`src/rtl/alm_pkg.sv`:
```
package alm_pkg;
    localparam int NUM_FIELDS = 5;
    localparam int BYTE_W     = 8;
    // used BCD width per field: seconds, minutes, hours, day, month
    localparam int FIELD_BITS [NUM_FIELDS] = '{7, 7, 6, 6, 5};

    typedef logic [NUM_FIELDS-1:0][BYTE_W-1:0] field_vec_t;

    typedef enum logic [0:0] {
        FLAG_LOW  = 1'b0,
        FLAG_HIGH = 1'b1
    } flag_state_e;
endpackage

```
`src/rtl/alm_field_cmp.sv`:
```
module alm_field_cmp #(
    parameter int BYTE_W = 8,
    parameter int USED_W = 7
) (
    input  logic [BYTE_W-1:0] now_val,
    input  logic [BYTE_W-1:0] set_val,
    input  logic              skip,
    output logic              agree
);
    localparam logic [BYTE_W-1:0] KEEP = BYTE_W'((1 << USED_W) - 1);

    logic [BYTE_W-1:0] now_clean;
    logic [BYTE_W-1:0] set_clean;

    always_comb begin
        now_clean = now_val & KEEP;
        set_clean = set_val & KEEP;
        agree     = skip | (now_clean == set_clean);
    end
endmodule

```
`src/rtl/alm_match_tree.sv`:
```
module alm_match_tree
    import alm_pkg::*;
(
    input  field_vec_t            now_fields,
    input  field_vec_t            set_fields,
    input  logic [NUM_FIELDS-1:0] skip,
    output logic                  all_agree
);
    logic [NUM_FIELDS-1:0] agree_bits;

    for (genvar i = 0; i < NUM_FIELDS; i++) begin : g_field
        alm_field_cmp #(
            .BYTE_W (BYTE_W),
            .USED_W (FIELD_BITS[i])
        ) cmp_i (
            .now_val (now_fields[i]),
            .set_val (set_fields[i]),
            .skip    (skip[i]),
            .agree   (agree_bits[i])
        );
    end

    assign all_agree = &agree_bits;
endmodule

```
`src/rtl/alm_flag_fsm.sv`:
```
module alm_flag_fsm
    import alm_pkg::*;
(
    input  logic clk,
    input  logic rst_n,
    input  logic hit,
    input  logic clr,
    output logic flag,
    output logic pulse
);
    flag_state_e state_q;
    flag_state_e state_d;

    always_comb begin
        state_d = state_q;
        unique case (state_q)
            FLAG_LOW:  if (hit)         state_d = FLAG_HIGH; // T_SET
            FLAG_HIGH: if (clr && !hit) state_d = FLAG_LOW;  // T_CLEAR, else T_HOLD
            default:                    state_d = FLAG_LOW;
        endcase
    end

    // state register (T_RESET)
    always_ff @(posedge clk) begin
        if (!rst_n) state_q <= FLAG_LOW;
        else        state_q <= state_d;
    end

    // outputs
    always_ff @(posedge clk) begin
        if (!rst_n) pulse <= 1'b0;
        else        pulse <= hit;
    end

    assign flag = (state_q == FLAG_HIGH);
endmodule

```
`src/rtl/alm_match_top.sv`:
```
module alm_match_top
    import alm_pkg::*;
(
    input  logic                  clk,
    input  logic                  rst_n,
    input  logic                  tick_1hz,
    input  logic                  flag_clr,
    input  logic [BYTE_W-1:0]     cur_sec,
    input  logic [BYTE_W-1:0]     cur_min,
    input  logic [BYTE_W-1:0]     cur_hour,
    input  logic [BYTE_W-1:0]     cur_date,
    input  logic [BYTE_W-1:0]     cur_month,
    input  logic [BYTE_W-1:0]     alm_sec,
    input  logic [BYTE_W-1:0]     alm_min,
    input  logic [BYTE_W-1:0]     alm_hour,
    input  logic [BYTE_W-1:0]     alm_date,
    input  logic [BYTE_W-1:0]     alm_month,
    input  logic [NUM_FIELDS-1:0] alm_ignore,
    output logic                  alarm_flag,
    output logic                  alarm_pulse
);
    field_vec_t now_fields;
    field_vec_t set_fields;
    logic       all_agree;
    logic       hit;

    assign now_fields = {cur_month, cur_date, cur_hour, cur_min, cur_sec};
    assign set_fields = {alm_month, alm_date, alm_hour, alm_min, alm_sec};

    alm_match_tree tree_i (
        .now_fields (now_fields),
        .set_fields (set_fields),
        .skip       (alm_ignore),
        .all_agree  (all_agree)
    );

    assign hit = tick_1hz & all_agree;

    alm_flag_fsm fsm_i (
        .clk   (clk),
        .rst_n (rst_n),
        .hit   (hit),
        .clr   (flag_clr),
        .flag  (alarm_flag),
        .pulse (alarm_pulse)
    );
endmodule

```
`config.mk`:
```
export PLATFORM = sky130hd
export DESIGN_NAME = alm_match_top
export DESIGN_NICKNAME = d
export VERILOG_FILES = /design/src/rtl/alm_pkg.sv /design/src/rtl/alm_field_cmp.sv /design/src/rtl/alm_match_tree.sv /design/src/rtl/alm_flag_fsm.sv /design/src/rtl/alm_match_top.sv
export SDC_FILE = /design/constraint.sdc
export NUM_CORES = 1
export LEC_CHECK = 0
export BUFFER_PORTS_ARGS = -buffer_cell sky130_fd_sc_hd__buf_2
export CORE_MARGIN = 2
export CORE_UTILIZATION = 20
export DETAILED_ROUTE_END_ITERATION = 10
export PLACE_DENSITY = 0.72
export SLEW_MARGIN = 20
export SYNTH_ARGS = -nofsm -noshare
export SYNTH_HDL_FRONTEND = slang
export SYNTH_SLANG_ARGS = --single-unit
```
`constraint.sdc`:
```
create_clock -name clk -period 1.3 [get_ports clk]
set_input_delay 0.13 -clock clk [delete_from_list [all_inputs] [get_ports clk]]
set_output_delay 0.13 -clock clk [all_outputs]
set_load 0.05 [all_outputs]
```
==> results.ini, run 1 <==
[critical_path]
path_max_fanout=2
crit_chain=buf_6 > xor2_2 > nor4_2 > a31oi_1 > or4_4 > o22ai_2
cp-start-kind=primary input
path_buf_inv=1
cp.required_ns=1.45
slowest_delay_ns=0.56
crit_arrival_ns=1.47
crit_path_end_kind=flop
critPathSlowestCell=or4_4
worstSetupPathType=in -> reg
critical_path.top_delay_family=simple AND/OR/NAND/NOR gates

[timing]
slew_viol_final=0
hold_slack_ns=0.0999
finalCritPeriodShare_pct=102
worstMarginPinSlew_ns=0.301
fin_ws_ns=-0.0258
rsz0062_at_grt=yes
finalCriticalPeriod_ns=1.33
relSlewSlack_pct=79.8
skew_ns=0
final-hold-violation-count=0
setup_viol=1
fmax_mhz=754

[synthesis]
syn_nets=137
yosysUniqueCellTypes=14
synth_largest_area_cell=xor2_1
ys_seq_elements=2
yosysWarnings=0
synth.avg_cell_area_um2=8.55
synth_top_area_share_pct=38.4
syn-cell-area_um2=410
synthCells=48
synthTopCellsByArea=xor2_1 38%, xnor2_1 28%, dfxtp_1 9.8%
ys_seq_area_share_pct=9.76

[min_path]
hp-class=in -> reg

[layout]
mostFrequentLayoutCells=69 x buf_2, 16 x xor2_1, 13 x xnor2_1
final_cells=150
postLayoutCoreUtil_pct=45.3
drive_gt1_share_pct=66.7
insertedDiodeCount=0
fillerInstances=205
area_delta_synth_final_pct=114
layout_commonest_cell=buf_2
fin_nets=214

[route]
vias=615
drt_iter0_drc=2
routedWlPerCell_um=9.57
ant_nets=0
first_pass_iters=2
drc=0
wl_mm=1.44
vias_per_cell=4.10

[placed_design]
io_buffers=72
place_inst=147
place_congestion=0.686
hpwl_mm=1.25

[grt]
overflow=0
grt_pass1_vias=583
grt_use_total_pct=11.3
grt_pass1_wl_mm=2.16
antenna_found_initial=0
grt_max_degree=3

[cts]
htree_levels=1
numCtsBuffers=3
cts.sinks=2
cts_buffer_depth=2
cts_setup_buffers=0
clk_latency_ns=0.22
path_clk_slew_ns=0.03
cts.root.buffer_cell=clkbuf_4
holdBufCountCts=0
cts_tree=yes

[die]
start_util_pct=21.1
die_x_um=49.3
die_area_um2=2430
core-area_um2=1940
num_rows=16
die_y_um=49.3
ios=91

[pwr]
power_switching_mw=0.122
pwr-share-comb_pct=53.6
power_density_nw_per_um2=485
seq_power_share_pct=14.7
ir_drop_mv=0.200
leakage_nw=0.445
internal_power_mw=0.305
pwr-share-clk_pct=31.7
swShare_pct=28.5

[outcome]
status=complete, but fails checks
violations=setup timing

[run]
maxCapViolCount=0

final cells by class:
type	count	area [µm²]	share of cell area (%)
well taps	27	33.8	3.84
multi-input cells	46	404	45.9
repair buffers	72	379	43.1
clock buffers	3	22.5	2.56
flip-flops and latches	2	40.0	4.55
synthesized netlist by cell type:
cell type / instances
xor2_1: 18
xnor2_1: 13
a31oi_1: 3
nor4_1: 3
dfxtp_1: 2
a41oi_1: 1
nand2_1: 1
nand4_1: 1
nor2_1: 1
nor3_1: 1
nor4_2: 1
o211ai_1: 1
o22ai_1: 1
or4_1: 1
kinds of logic (layout without fill, tap and decap cells):
logic type                count (synthesis)  after routing  synth area share [%]
xor gates and xnor gates                 31             31                  66.2
and+or+nand+nor                           9              9                  14.0
AOI/OAI and AO/OA                         6              6                  10.1
DFF                                       2              2                  9.76
buffers and inverters                     0             75                     0
registers in the layout (all words and copies together) (netlist names):
name         cells
fsm_i.pulse      1
fsm_i.flag       1
power by group through the flow:
stage	registers (mW)	logic, mW	clock network [mW]
3_3_place_gp	0.0633	0.208	0
6_report	0.0626	0.229	0.135
3_5_place_dp	0.0634	0.215	0
5_1_grt	0.0625	0.253	0.160
2_1_floorplan	0.0652	0.0846	0
4_1_cts	0.0625	0.218	0.145
worst reg2reg max path, stage by stage, from the launching register on:
cell	delay [ns]
dfxtp_1	0.30
nand2_1	0.08
o22ai_2	0.07
metrics by stage:
stage               total power, mW  area (µm²)  setup slack, ns  setup TNS (ns)
finish                        0.427         880          -0.0258         -0.0258
global route                  0.475         880          -0.0814          -0.104
CTS                           0.425         833          0.00139               0
detailed placement            0.278         805           -0.289          -0.517
global placement              0.271         805           -0.249          -0.440
floorplan                     0.150         410          -0.0538         -0.0538
layer usage:
metal	GRT usage, %	routed length [µm]
met4	4.29	0
met1	10.9	460
met3	3.07	107
met2	22.3	867
met5	0	0
path summary, 6_finish.rpt:
check,start,slack (ns),cells past startpoint,end
hold reg to reg,fsm_i.flag,0.50,2,fsm_i.flag
setup / recovery,cur_date[3],-0.03,6,fsm_i.flag
setup reg to reg,fsm_i.flag,0.73,2,fsm_i.flag
hold / removal,flag_clr,0.1,2,fsm_i.flag
repair_timing:
item,CTS,global route
setup endpoints to repair,1,2
pin swaps,3,5
resized for setup,1,8
(Power assumes the default switching activity.)
==> inputs of run 2 (changes only) <==
Settings changed: CORE_UTILIZATION 20 to 21, SYNTH_HIERARCHICAL set to 1.
==> run 2 against run 1 <==
The flow now finishes without violations. Global-route usage rose by 1.7 points. First-iteration DRC count up 50%. Power shrank 1.9%. Synthesized cell count increased by 4.2%. Non-clock buffer count did not move.
==> results.ini, run 2 <==
[timing]
fin_setup_tns_ns=0
slew_viol_final=0
hold_slack_ns=0.135
rsz0062_at_grt=no
finalCriticalPeriod_ns=1.14
setup_viol=0
fmax_mhz=876
final-hold-violation-count=0
finalCritPeriodShare_pct=87.8
relSlewSlack_pct=83.6
fin_ws_ns=0.158
skew_ns=0
worstMarginPinSlew_ns=0.244

[synthesis]
synth_largest_area_cell=xor2_1
ys_seq_elements=2
synthCells=50
ys_seq_area_share_pct=9.22
synth_top_cells_by_count=19 x xor2_1, 12 x xnor2_1, 4 x nor4_1
synth.avg_cell_area_um2=8.68
syn_nets=139
async_flop_share_pct=0
yosysUniqueCellTypes=13
synth-edff-count=0
yosysMostFrequentCell=xor2_1
syn-cell-area_um2=434
synth_top_area_share_pct=38.3
synthTopCellsByArea=xor2_1 38%, xnor2_1 24%, dfxtp_1 9.2%
yosysWarnings=6
synth_top_flop_cell=dfxtp_1

[layout]
layout_commonest_cell=buf_2
postLayoutCoreUtil_pct=44.1
fin_nets=216
fillerInstances=219
mostFrequentLayoutCells=72 x buf_2, 19 x xor2_1, 12 x xnor2_1
drive_gt1_share_pct=63.2
area_delta_synth_final_pct=99.4
final_cells=152
insertedDiodeCount=0

[die]
num_rows=16
start_util_pct=22.1
core-area_um2=1960
die_x_um=49.5
ios=91
die_y_um=49.5
die_area_um2=2450

[route]
vias_per_cell=4.12
drc=0
vias=626
first_pass_iters=2
drt_iter0_drc=3
wl_mm=1.47
ant_nets=0
routedWlPerCell_um=9.64

[critical_path]
critPathSlowestCell=nor4_2
slowest_delay_ns=0.28
path_max_fanout=2
crit_path_end_kind=flop
worst-r2r-cell-count=2
reg2reg_from=fsm_i/flag
r2r_setup_slack_ns=0.63
cp-start-kind=primary input
worstSetupPathType=in -> reg
timing.rr.end=fsm_i/flag
crit_chain=buf_2 > xor2_1 > nor4_2 > a41o_1 > nand3_1 > nor2_1 > and2_4 > o21a_1
cp.required_ns=1.46
crit_arrival_ns=1.31

[cts]
numCtsBuffers=3
cts.root.buffer_cell=clkbuf_4
htree_levels=1
clk_latency_ns=0.22
cts_tree=yes
cts_buffer_depth=2
cts_setup_buffers=0
holdBufCountCts=0
cts.sinks=2
cts_resized=0
path_clk_slew_ns=0.03

[min_path]
hold_end=fsm_i/flag
min_path_cells=2
min_from=rst_n
hp-class=in -> reg

[pwr]
power_density_nw_per_um2=483
leakage_nw=0.464
ir_drop_mv=0.266

[grt]
grt_pass1_vias=681
overflow=0
antenna_found_initial=0
grt_pass1_wl_mm=2.53
grt_use_total_pct=13.0
grt_max_degree=3

[placed_design]
io_buffers=72
place_inst=149
pre_cts_slack_ns=-0.104
place_congestion=0.625
hpwl_mm=1.37

[run]
maxCapViolCount=0

[outcome]
status=complete, no violations

[run 2: report_power, final]
part / internal (mW) / switching, mW
Sequential: 0.0624 / 0.000167
Clock: 0.101 / 0.0314
Combinational: 0.135 / 0.0877
[run 2: routing by layer]
metal	global-route usage, %	vias up	part of all wire [%]
met4	5.56	0	0
met2	27.3	44	58
met1	11.4	258	29
met3	3.03	0	13
li1	-	324	-
met5	0	-	0
[run 2: layout make-up]
class / instances / area [µm²] / share of cell area [%]
clock buffers: 3 / 22.5 / 2.60
multi-input cells: 48 / 409 / 47.3
flip-flops and latches: 2 / 40.0 / 4.62
well taps: 27 / 33.8 / 3.90
repair buffers: 72 / 360 / 41.6
[run 2: worst max-delay path by stage]
| stage | startpoint | to | depth (start not counted) |
|---|---|---|---|
| 4_1_cts | alm_min[3] | fsm_i/flag | 8 |
| 3_5_place_dp | alm_min[3] | fsm_i/flag | 8 |
| 2_1_floorplan | alm_sec[1] | fsm_i/flag | 7 |
| 3_3_place_gp | alm_sec[1] | fsm_i/flag | 8 |
| 6_report | alm_min[2] | fsm_i/flag | 8 |
| 5_1_grt | alm_sec[2] | fsm_i/flag | 8 |
[run 2: cells by family (layout without fill, tap and decap cells)]
family / count (synthesis) / count (layout) / share of synthesized area, %
compound gates: 6 / 6 / 12.4
buf+inv: 0 / 75 / 0
xor+xnor: 31 / 31 / 62.5
simple gates: 11 / 11 / 15.8
flops: 2 / 2 / 9.22
[run 2: stage by stage]
stage	instance area (µm²)	total power, mW
2_1_floorplan	434	0.151
3_3_place_gp	828	0.272
3_5_place_dp	828	0.283
4_1_cts	851	0.425
5_1_grt	866	0.456
6_report	866	0.419
[run 2: critical path, delay by kind of cell]
kind            cells  cell delay (ns)
compound gates      2             0.31
buf+inv             1             0.10
xor+xnor            1             0.16
simple gates        4             0.61
